[src/rtl/tokser_pkg.sv]
package tokser_pkg;
  localparam int TYPE_W  = 4;
  localparam int ADDR_W  = 7;
  localparam int ENDP_W  = 4;
  localparam int SYNC_W  = 8;
  localparam int CRC_W   = 5;
  localparam int FIELD_W = ADDR_W + ENDP_W;
  localparam int FRAME_W = SYNC_W + 2 * TYPE_W + FIELD_W + CRC_W;
  localparam logic [CRC_W-1:0] CRC_POLY = 5'b00101;

  // Residue over the address/endpoint field (address first, each LSB first), inverted
  function automatic logic [CRC_W-1:0] crc_field(input logic [FIELD_W-1:0] fld);
    logic [CRC_W-1:0] acc;
    logic fb;
    acc = '1;
    for (int i = 0; i < FIELD_W; i++) begin
      fb  = fld[i] ^ acc[CRC_W-1];
      acc = {acc[CRC_W-2:0], 1'b0} ^ (fb ? CRC_POLY : '0);
    end
    return ~acc;
  endfunction
endpackage

[src/rtl/tokser_framer.sv]
module tokser_framer
  import tokser_pkg::*;
(
  input  logic              clk,
  input  logic              rst_n,
  input  logic              load,
  input  logic [TYPE_W-1:0] tok_type,
  input  logic [ADDR_W-1:0] tok_addr,
  input  logic [ENDP_W-1:0] tok_endp,
  input  logic              adv,
  output logic              busy,
  output logic              cur_bit,
  output logic              in_sync,
  output logic              last
);
  localparam int IDX_W   = $clog2(FRAME_W);
  localparam int PID_LO  = SYNC_W;
  localparam int FLD_LO  = SYNC_W + 2 * TYPE_W;
  localparam int CRC_LO  = FLD_LO + FIELD_W;

  logic [FRAME_W-1:0] frame, sh_q;
  logic [IDX_W-1:0]   idx_q;
  logic               busy_q;
  logic [CRC_W-1:0]   crc;

  assign crc = crc_field({tok_endp, tok_addr});

  always_comb begin
    frame = '0;
    frame[SYNC_W-1] = 1'b1;
    frame[PID_LO +: TYPE_W]          = tok_type;
    frame[PID_LO + TYPE_W +: TYPE_W] = ~tok_type;
    frame[FLD_LO +: ADDR_W]          = tok_addr;
    frame[FLD_LO + ADDR_W +: ENDP_W] = tok_endp;
    for (int i = 0; i < CRC_W; i++)
      frame[CRC_LO + i] = crc[CRC_W-1-i];
  end

  assign busy    = busy_q;
  assign cur_bit = sh_q[0];
  assign last    = (idx_q == IDX_W'(FRAME_W - 1));
  assign in_sync = (idx_q < IDX_W'(SYNC_W));

  always_ff @(posedge clk or negedge rst_n) begin
    if (!rst_n) begin
      sh_q   <= '0;
      idx_q  <= '0;
      busy_q <= 1'b0;
    end else if (load) begin
      sh_q   <= frame;
      idx_q  <= '0;
      busy_q <= 1'b1;
    end else if (busy_q && adv) begin
      sh_q  <= sh_q >> 1;
      idx_q <= idx_q + 1'b1;
      if (last) busy_q <= 1'b0;
    end
  end

  AST_LOAD_WHEN_IDLE: assert property (@(posedge clk) disable iff (!rst_n)
    load |-> !busy_q);
  AST_HOLD_WITHOUT_ADV: assert property (@(posedge clk) disable iff (!rst_n)
    (busy_q && !adv && !load) |=> (busy_q && $stable(idx_q)));
endmodule

[src/rtl/tokser_stuff.sv]
module tokser_stuff #(
  parameter int RUN_MAX = 6
) (
  input  logic clk,
  input  logic rst_n,
  input  logic busy,
  input  logic cur_bit,
  input  logic in_sync,
  input  logic last,
  output logic adv,
  output logic raw_valid,
  output logic raw_bit,
  output logic raw_eop,
  output logic no_pending
);
  localparam int CNT_W = $clog2(RUN_MAX + 1);

  logic [CNT_W-1:0] ones_q, ones_nxt;
  logic             stuff_now;

  assign stuff_now  = (ones_q == CNT_W'(RUN_MAX));
  assign no_pending = !stuff_now;
  assign raw_valid  = busy || stuff_now;
  assign adv        = busy && !stuff_now;
  assign raw_bit    = stuff_now ? 1'b0 : cur_bit;

  always_comb begin
    if (stuff_now)                   ones_nxt = '0;
    else if (!busy)                  ones_nxt = ones_q;
    else if (in_sync || !cur_bit)    ones_nxt = '0;
    else                             ones_nxt = ones_q + 1'b1;
  end

  assign raw_eop = stuff_now ? !busy
                             : (busy && last && ones_nxt != CNT_W'(RUN_MAX));

  always_ff @(posedge clk or negedge rst_n) begin
    if (!rst_n) ones_q <= '0;
    else        ones_q <= ones_nxt;
  end

  AST_NO_OVERFLOW: assert property (@(posedge clk) disable iff (!rst_n)
    ones_q <= CNT_W'(RUN_MAX));
  AST_STUFF_IS_ZERO: assert property (@(posedge clk) disable iff (!rst_n)
    (raw_valid && $past(ones_q) == CNT_W'(RUN_MAX - 1) && ones_q == CNT_W'(RUN_MAX)) |-> !raw_bit);
endmodule

[src/rtl/tokser_nrzi.sv]
module tokser_nrzi (
  input  logic clk,
  input  logic rst_n,
  input  logic raw_valid,
  input  logic raw_bit,
  input  logic raw_eop,
  output logic line_valid,
  output logic line_bit,
  output logic line_eop
);
  logic base;

  assign base = (line_eop || !line_valid) ? 1'b1 : line_bit;

  always_ff @(posedge clk or negedge rst_n) begin
    if (!rst_n) begin
      line_valid <= 1'b0;
      line_bit   <= 1'b1;
      line_eop   <= 1'b0;
    end else begin
      line_valid <= raw_valid;
      line_eop   <= raw_valid && raw_eop;
      line_bit   <= raw_valid ? (raw_bit ? base : ~base) : 1'b1;
    end
  end

  AST_IDLE_HIGH: assert property (@(posedge clk) disable iff (!rst_n)
    !line_valid |-> line_bit);
  AST_ZERO_TOGGLES: assert property (@(posedge clk) disable iff (!rst_n)
    (raw_valid && !raw_bit && line_valid && !line_eop) |=> (line_bit != $past(line_bit)));
  AST_EOP_WITH_VALID: assert property (@(posedge clk) disable iff (!rst_n)
    line_eop |-> line_valid);
  AST_GAP_AFTER_EOP: assert property (@(posedge clk) disable iff (!rst_n)
    line_eop |=> !line_valid);
endmodule

[src/rtl/tokser_top.sv]
module tokser_top
  import tokser_pkg::*;
#(
  parameter int RUN_MAX = 6
) (
  input  logic              clk,
  input  logic              rst_n,
  input  logic              req_valid,
  output logic              req_ready,
  input  logic [TYPE_W-1:0] req_type,
  input  logic [ADDR_W-1:0] req_addr,
  input  logic [ENDP_W-1:0] req_endp,
  output logic              line_valid,
  output logic              line_bit,
  output logic              line_eop
);
  logic busy, cur_bit, in_sync, last, adv, load;
  logic raw_valid, raw_bit, raw_eop, no_pending;

  assign req_ready = !busy && no_pending;
  assign load      = req_valid && req_ready;

  tokser_framer u_framer (
    .clk(clk), .rst_n(rst_n), .load(load),
    .tok_type(req_type), .tok_addr(req_addr), .tok_endp(req_endp),
    .adv(adv), .busy(busy), .cur_bit(cur_bit), .in_sync(in_sync), .last(last)
  );

  tokser_stuff #(.RUN_MAX(RUN_MAX)) u_stuff (
    .clk(clk), .rst_n(rst_n), .busy(busy), .cur_bit(cur_bit),
    .in_sync(in_sync), .last(last), .adv(adv), .raw_valid(raw_valid),
    .raw_bit(raw_bit), .raw_eop(raw_eop), .no_pending(no_pending)
  );

  tokser_nrzi u_nrzi (
    .clk(clk), .rst_n(rst_n), .raw_valid(raw_valid), .raw_bit(raw_bit),
    .raw_eop(raw_eop), .line_valid(line_valid), .line_bit(line_bit),
    .line_eop(line_eop)
  );

  AST_BUSY_AFTER_ACCEPT: assert property (@(posedge clk) disable iff (!rst_n)
    (req_valid && req_ready) |=> !req_ready);
endmodule

[config.mk]
export PLATFORM = sky130hd
export DESIGN_NAME = tokser_top
export DESIGN_NICKNAME = d
export VERILOG_FILES = /design/src/rtl/tokser_pkg.sv /design/src/rtl/tokser_framer.sv /design/src/rtl/tokser_stuff.sv /design/src/rtl/tokser_nrzi.sv /design/src/rtl/tokser_top.sv
export SDC_FILE = /design/constraint.sdc
export NUM_CORES = 1
export LEC_CHECK = 0
export ABC_AREA = 0
export BUFFER_PORTS_ARGS = -buffer_cell sky130_fd_sc_hd__buf_2
export CORE_ASPECT_RATIO = 0.7
export CORE_MARGIN = 8
export CORE_UTILIZATION = 45
export CTS_CLUSTER_SIZE = 24
export DETAILED_ROUTE_END_ITERATION = 10
export PLACE_DENSITY = 0.67
export SLEW_MARGIN = 20
export SYNTH_ARGS = -nofsm -noshare
export SYNTH_HDL_FRONTEND = slang
export SYNTH_HIERARCHICAL = 1
export SYNTH_SLANG_ARGS = --single-unit
[constraint.sdc]
create_clock -name clk -period 1.8 [get_ports clk]
set_input_delay 0.27 -clock clk [delete_from_list [all_inputs] [get_ports clk]]
set_output_delay 0.27 -clock clk [all_outputs]
set_load 0.05 [all_outputs]
; After elaboration in Yosys (flattened, before gate mapping)
; Cells that the tools add are included.
[word_totals]
elab_cells = 80
register_bits = 44
inputBits = 18
out_inout_bits = 4
[op_classes]
mux = 26
addsub = 2
magnitude_cmp = 1
bitwise = 24
n_eq_ne = 3
n_reduce_logical = 17
[op_table]
columns = op, n
row1 = 2-to-1 mux 32 bit, 2
row2 = XOR 5 bit, 10
row3 = 2-to-1 mux 3 bit, 14
row4 = 2-to-1 mux 5 bit, 2
row5 = XOR 1 bit, 10
row6 = 2-to-1 mux 1 bit, 8
row7 = NOT 4 bit, 2
row8 = logical AND 1 bit, 7
row9 = adder 5 x 1 -> 5 bit (second input constant), 1
row10 = equality test 5 bit (second input constant), 1
row11 = < comparator 5 x 4 -> 1 bit (second input constant), 1
row12 = NOT 5 bit, 1
row13 = logical NOT 1 bit, 4
row14 = nonzero test 2 bit, 2
row15 = adder 3 x 1 -> 3 bit (second input constant), 1
row16 = equality test 3 bit (second input constant), 1
row17 = logical OR 1 bit, 3
row18 = != test 3 bit (second input constant), 1
row19 = AND reduction 2 bit, 1
row20 = NOT 1 bit, 1

; Depth between registers and ports, before layout
[depth]
depth_word = 34
ltp_mapped = 8
depth_no_buf = 7

; Hierarchy
; Netlist, hierarchy kept.
[by_module_without_submodules]
columns = mod, cells_per_inst, n_inst, seq_area_each_um2, area_each_um2
row1 = tokser_framer, 187, 1, 950.9, 1849.3
row2 = tokser_stuff, 27, 1, 75.1, 242.7
row3 = tokser_nrzi, 8, 1, 76.3, 120.1
row4 = tokser_top, 2, 1, 0.0, 15.0

; Worst setup path after synthesis
; OpenSTA, ideal clock, no wires.
[synth_path]
path_type = register to register
from = reg u_stuff.ones_q[0]
to = reg u_framer.sh_q[27]
required_ps = 1664
arrival_ps = 1739
slack_ps = -76
stages_incl_launch_ff = 8
path_cell_list = dfrtp_1 > inv_1 > ha_1 > a21boi_1 > nand2_1 > buf_2 > a211oi_1 > a21oi_1
[synth_via]
elab_chain_len = 5
elab_cells_between_ends = 8
cone_classes = eq/ne (1) / mux (1) / reduce/logical (6)
[synth_rtl]
columns = item, line
row1 = "start, declared", tokser_stuff.sv:18  ; logic [CNT_W-1:0] ones_q, ones_nxt;
row2 = "start signal, assigned", tokser_stuff.sv:39  ; else ones_q <= ones_nxt;
row3 = equality test 3 bit, tokser_stuff.sv:21  ; assign stuff_now = (ones_q == CNT_W'(RUN_MAX));
row4 = logical NOT 1 bit, tokser_stuff.sv:24  ; assign adv = busy && !stuff_now;
row5 = logical AND 1 bit, tokser_stuff.sv:24
row6 = via adv, tokser_top.sv:17  ; logic busy, cur_bit, in_sync, last, adv, load;
row7 = logical AND 1 bit, tokser_framer.sv:53  ; end else if (busy_q && adv) begin
row8 = nonzero test 2 bit (no source line), n/a
row9 = "end signal, assigned", tokser_framer.sv:50  ; sh_q <= frame;
row10 = "end signal, assigned", tokser_framer.sv:54  ; sh_q <= sh_q >> 1;
row11 = "end, declared", tokser_framer.sv:21  ; logic [FRAME_W-1:0] frame, sh_q;
; The timed path passes the listed nets, and every way through them passes these cells.
; A chain may end at the register's enable or synchronous reset.

; Worst setup path in the final report
[layout_path]
from = reg u_stuff.ones_q[0]
to = out req_ready
[layout_via]
elab_chain_len = 3
[layout_rtl]
columns = item, line
row1 = equality test 3 bit, tokser_stuff.sv:21
row2 = logical NOT 1 bit, tokser_stuff.sv:22  ; assign no_pending = !stuff_now;
row3 = via no_pending, tokser_top.sv:18  ; logic raw_valid, raw_bit, raw_eop, no_pending;
row4 = logical AND 1 bit, tokser_top.sv:20  ; assign req_ready = !busy && no_pending;
row5 = "end, declared", tokser_top.sv:9  ; output logic req_ready,
; The timed path passes the listed nets, and every way through them passes these cells.

==> metrics.md <==
| Metric | Value |
|---|---|
| Ys Warns | 6 |
| Die ar. | 7490 um2 |
| Worst rel slew slack | 63.5% |
| Non-Filler Instances | 323 |
| ANT nets after route | 0 |
| Tot GR Track Use | 12.9% |
| Hold buffer count at CTS | 0 |
| Mapped Area | 2230 um2 |
| Worst path slowest cell | dfrtp_1 |
| Post-synthesis cell type count | 36 |
| Worst r2r src | u_stuff/ones_q[0]$_DFF_PN0_ |
| Min-Delay Path Class | primary input to async pin |
| Critical setup path kind | register to output port |
| Final core area utilization | 54.6% |
| Layout area overhead | 17.1% |
| Total power | 4.03 mW |
| Post-Syn Instances | 224 |
| Pin count of the biggest net entering global routing | 45 |
| Number of global-route vias before repair | 1674 |
| First-pass detailed-route iteration total | 4 |
| Register area share after synthesis | 49.5% |
| Root buffer cell | clkbuf_8 |
| Port bufs | 21 |
| Power per cell area | 1550 nW/um2 |
| Data arrival, critical path | 1.45 ns |
| Critical path capture point type | output port |
| Fill cells | 435 |
| WL per Instance | 13.2 um |
| Routability cong. | 0.781 |
| CTS tree | done |
| Antenna violations before repair | 0 |
| Critical path peak fanout | 7 |
| Clk_lat worst skew | 0.30 ns |
| F_max | 582 MHz |
| Num rows | 21 |
| NumNets Final | 275 |
| Worst Setup SP | u_stuff/ones_q[0]$_DFF_PN0_ |
| Worst-path cell chain | inv_1 > ha_4 > nand2_1 > nor2b_4 > buf_6 |
| Synth Area per Inst | 9.94 um2 |
| Minimum clock period | 1.72 ns |
| Fin crit share | 95.5% |
| Final Hold Vio Count | 0 |
| Max Root-Sink Buffers | 2 |
| DR vias/cell | 4.91 |
| Congestion Overflow GR | 0 |
| Actual slew at the worst max-slew pin | 0.548 ns |
| Final setup fails | 0 |
| Max incr delay on CP | 0.40 ns |
| Leak | 1.20 nW |
| 1st-iter DRT viols | 70 |
| Ys flop type | dfrtp_1 |
| Ports | 22 |
| Die height | 74.9 um |
| Max Clock Skew | 0.0123 ns |
| Final Slew Violations | 0 |
| DRC violations left | 0 |
| Final wirelength | 4270 um |
| Inst Count DP | 315 |
| First-pass GRT wire length | 7630 um |
| Clk pin slew, worst setup/hold paths | 0.09 ns |
| Max Cap Viol | 0 |
| Post-CTS Setup Bufs | 0 |
| Die W | 100 um |
| Initial Util | 46.6% |
| Diodes inserted | 0 |
| EDFF count, synth | 0 |
| CTS sink cnt | 44 |
| Worst Setup Start Kind | register |
| Worst Path Required | 1.53 ns |
| Async S/R FF share, synth | 100% |
| Core area | 4780 um2 |
| Yosys reg bits | 44 |
| Outcome | finished clean |
| DP HPWL | 3220 um |
| Cts bufs inserted | 5 |
| Mapped Nets | 246 |
| Htree depth | 2 |
| Post-CTS sizing | 4 |
| Layout cells sized above 1 | 19.7% |
| Worst vdd ir | 0.000683 V |
| Vias | 1587 |
## stage by stage
step	hold slack (ns)	worst slack, ns	instance area [um2]	TNS (ns)
final	0.0283	0.0817	2610	0
after global routing	0.0736	-0.00742	2610	-0.00742
after CTS	0.0476	0.000746	2590	0
after detailed placement	0.382	0.0394	2490	0
after global placement	0.381	0.123	2490	0
after floorplan	-0.0256	0.0255	2230	0
## cell usage after synthesis (2+ instances only)
cell	count	share of area, %
a211oi_1	2	0.67
a21o_1	3	1.0
a21oi_1	14	3.1
and2_1	3	0.84
and3_1	3	0.84
buf_1	2	0.34
buf_2	3	0.67
clkbuf_1	6	1.0
dfrtp_1	43	48
ha_1	4	2.2
inv_1	3	0.51
mux2i_1	18	8.1
nand2_1	56	9.4
nand2b_1	2	0.56
nand3_1	2	0.45
nand3b_1	3	1.0
nor2_1	5	0.84
o21a_1	4	1.3
o21ai_0	16	3.6
xnor2_1	10	3.9
xnor3_1	2	2.0
xor2_1	6	2.4
## sequential cells by signal, summed over array words and instances (netlist names)
signal,flops
u_framer/busy,1
u_framer/idx_q,5
u_framer/sh_q,32
u_nrzi/line_bit,1
u_nrzi/line_eop,1
u_nrzi/line_valid,1
u_stuff/ones_q,3
## placed cells by master, fill, tap and decap left out, drive strengths merged, types with 3 or more instances in the layout
cell,synthesis,final
mux2i,18,18
nand3b,3,3
a21o,3,3
dfrtp,43,43
ha,4,4
nand2,56,56
inv,3,3
a21oi,14,14
and3,3,3
and2,3,3
xnor2,11,11
nor2,5,5
xor2,6,6
o21a,4,4
clkbuf,6,6
buf,5,33
o21ai,17,17
## final timing paths
kind | endpoint | slack (ns) | cells past startpoint
min in group clk | u_framer/sh_q[26]$_DFFE_PN0P_ | 0.20 | 3
max in group asynchronous | u_framer/idx_q[3]$_DFFE_PN0P_ | 1.39 | 2
worst min register to register | u_framer/sh_q[7]$_DFFE_PN0P_ | 0.51 | 2
worst min-delay path | u_framer/sh_q[10]$_DFFE_PN0P_ | 0.03 | 2
worst max-delay path | req_ready | 0.08 | 5
worst max register to register | u_nrzi/line_eop$_DFF_PN0_ | 0.14 | 7
## worst max-delay path: cells and delay by family, from the launching register on
family,cells,cell delay (ns)
adders and majority gates,1,0.19
DFF,1,0.40
and+or+nand+nor,2,0.31
buffers and inverters,2,0.25
## report_power, final
part           switching (mW)  total (mW)  internal, mW
clock                   0.338       0.614         0.276
sequential              0.238        1.63          1.39
combinational           0.945        1.79         0.842
## area by class of cell
cell class	instances	area, um2	share of cell area, %
sequential	44	1100	42.3
multi-input combinational	166	1090	41.9
timing repair buffer	33	226	8.68
tap	69	86.3	3.31
clock buffer	6	72.6	2.78
clock inverter	2	16.3	0.624
inverter	3	11.3	0.432
## cells by family (layout without fill, tap and decap cells)
| logic type | count (synthesis) | after routing | synth area share (%) |
|---|---|---|---|
| and+or+nand+nor | 81 | 81 | 16.6 |
| buffers and inverters | 14 | 44 | 2.53 |
| adders and majority gates | 4 | 4 | 2.25 |
| xor gates and xnor gates | 19 | 19 | 9.04 |
| DFF | 44 | 44 | 49.5 |
| muxes | 19 | 19 | 8.76 |
| AOI/OAI and AO/OA | 43 | 43 | 11.3 |
## layer usage
layer / vias up / track usage, % / routed length (um)
met1: 748 / 16.7 / 2220
met4: 0 / 5.00 / 47
li1: 810 / - / -
met5: - / 0 / 0
met3: 7 / 3.88 / 208
met2: 22 / 19.8 / 1790
Note: power is estimated with default switching activity, not from simulation.
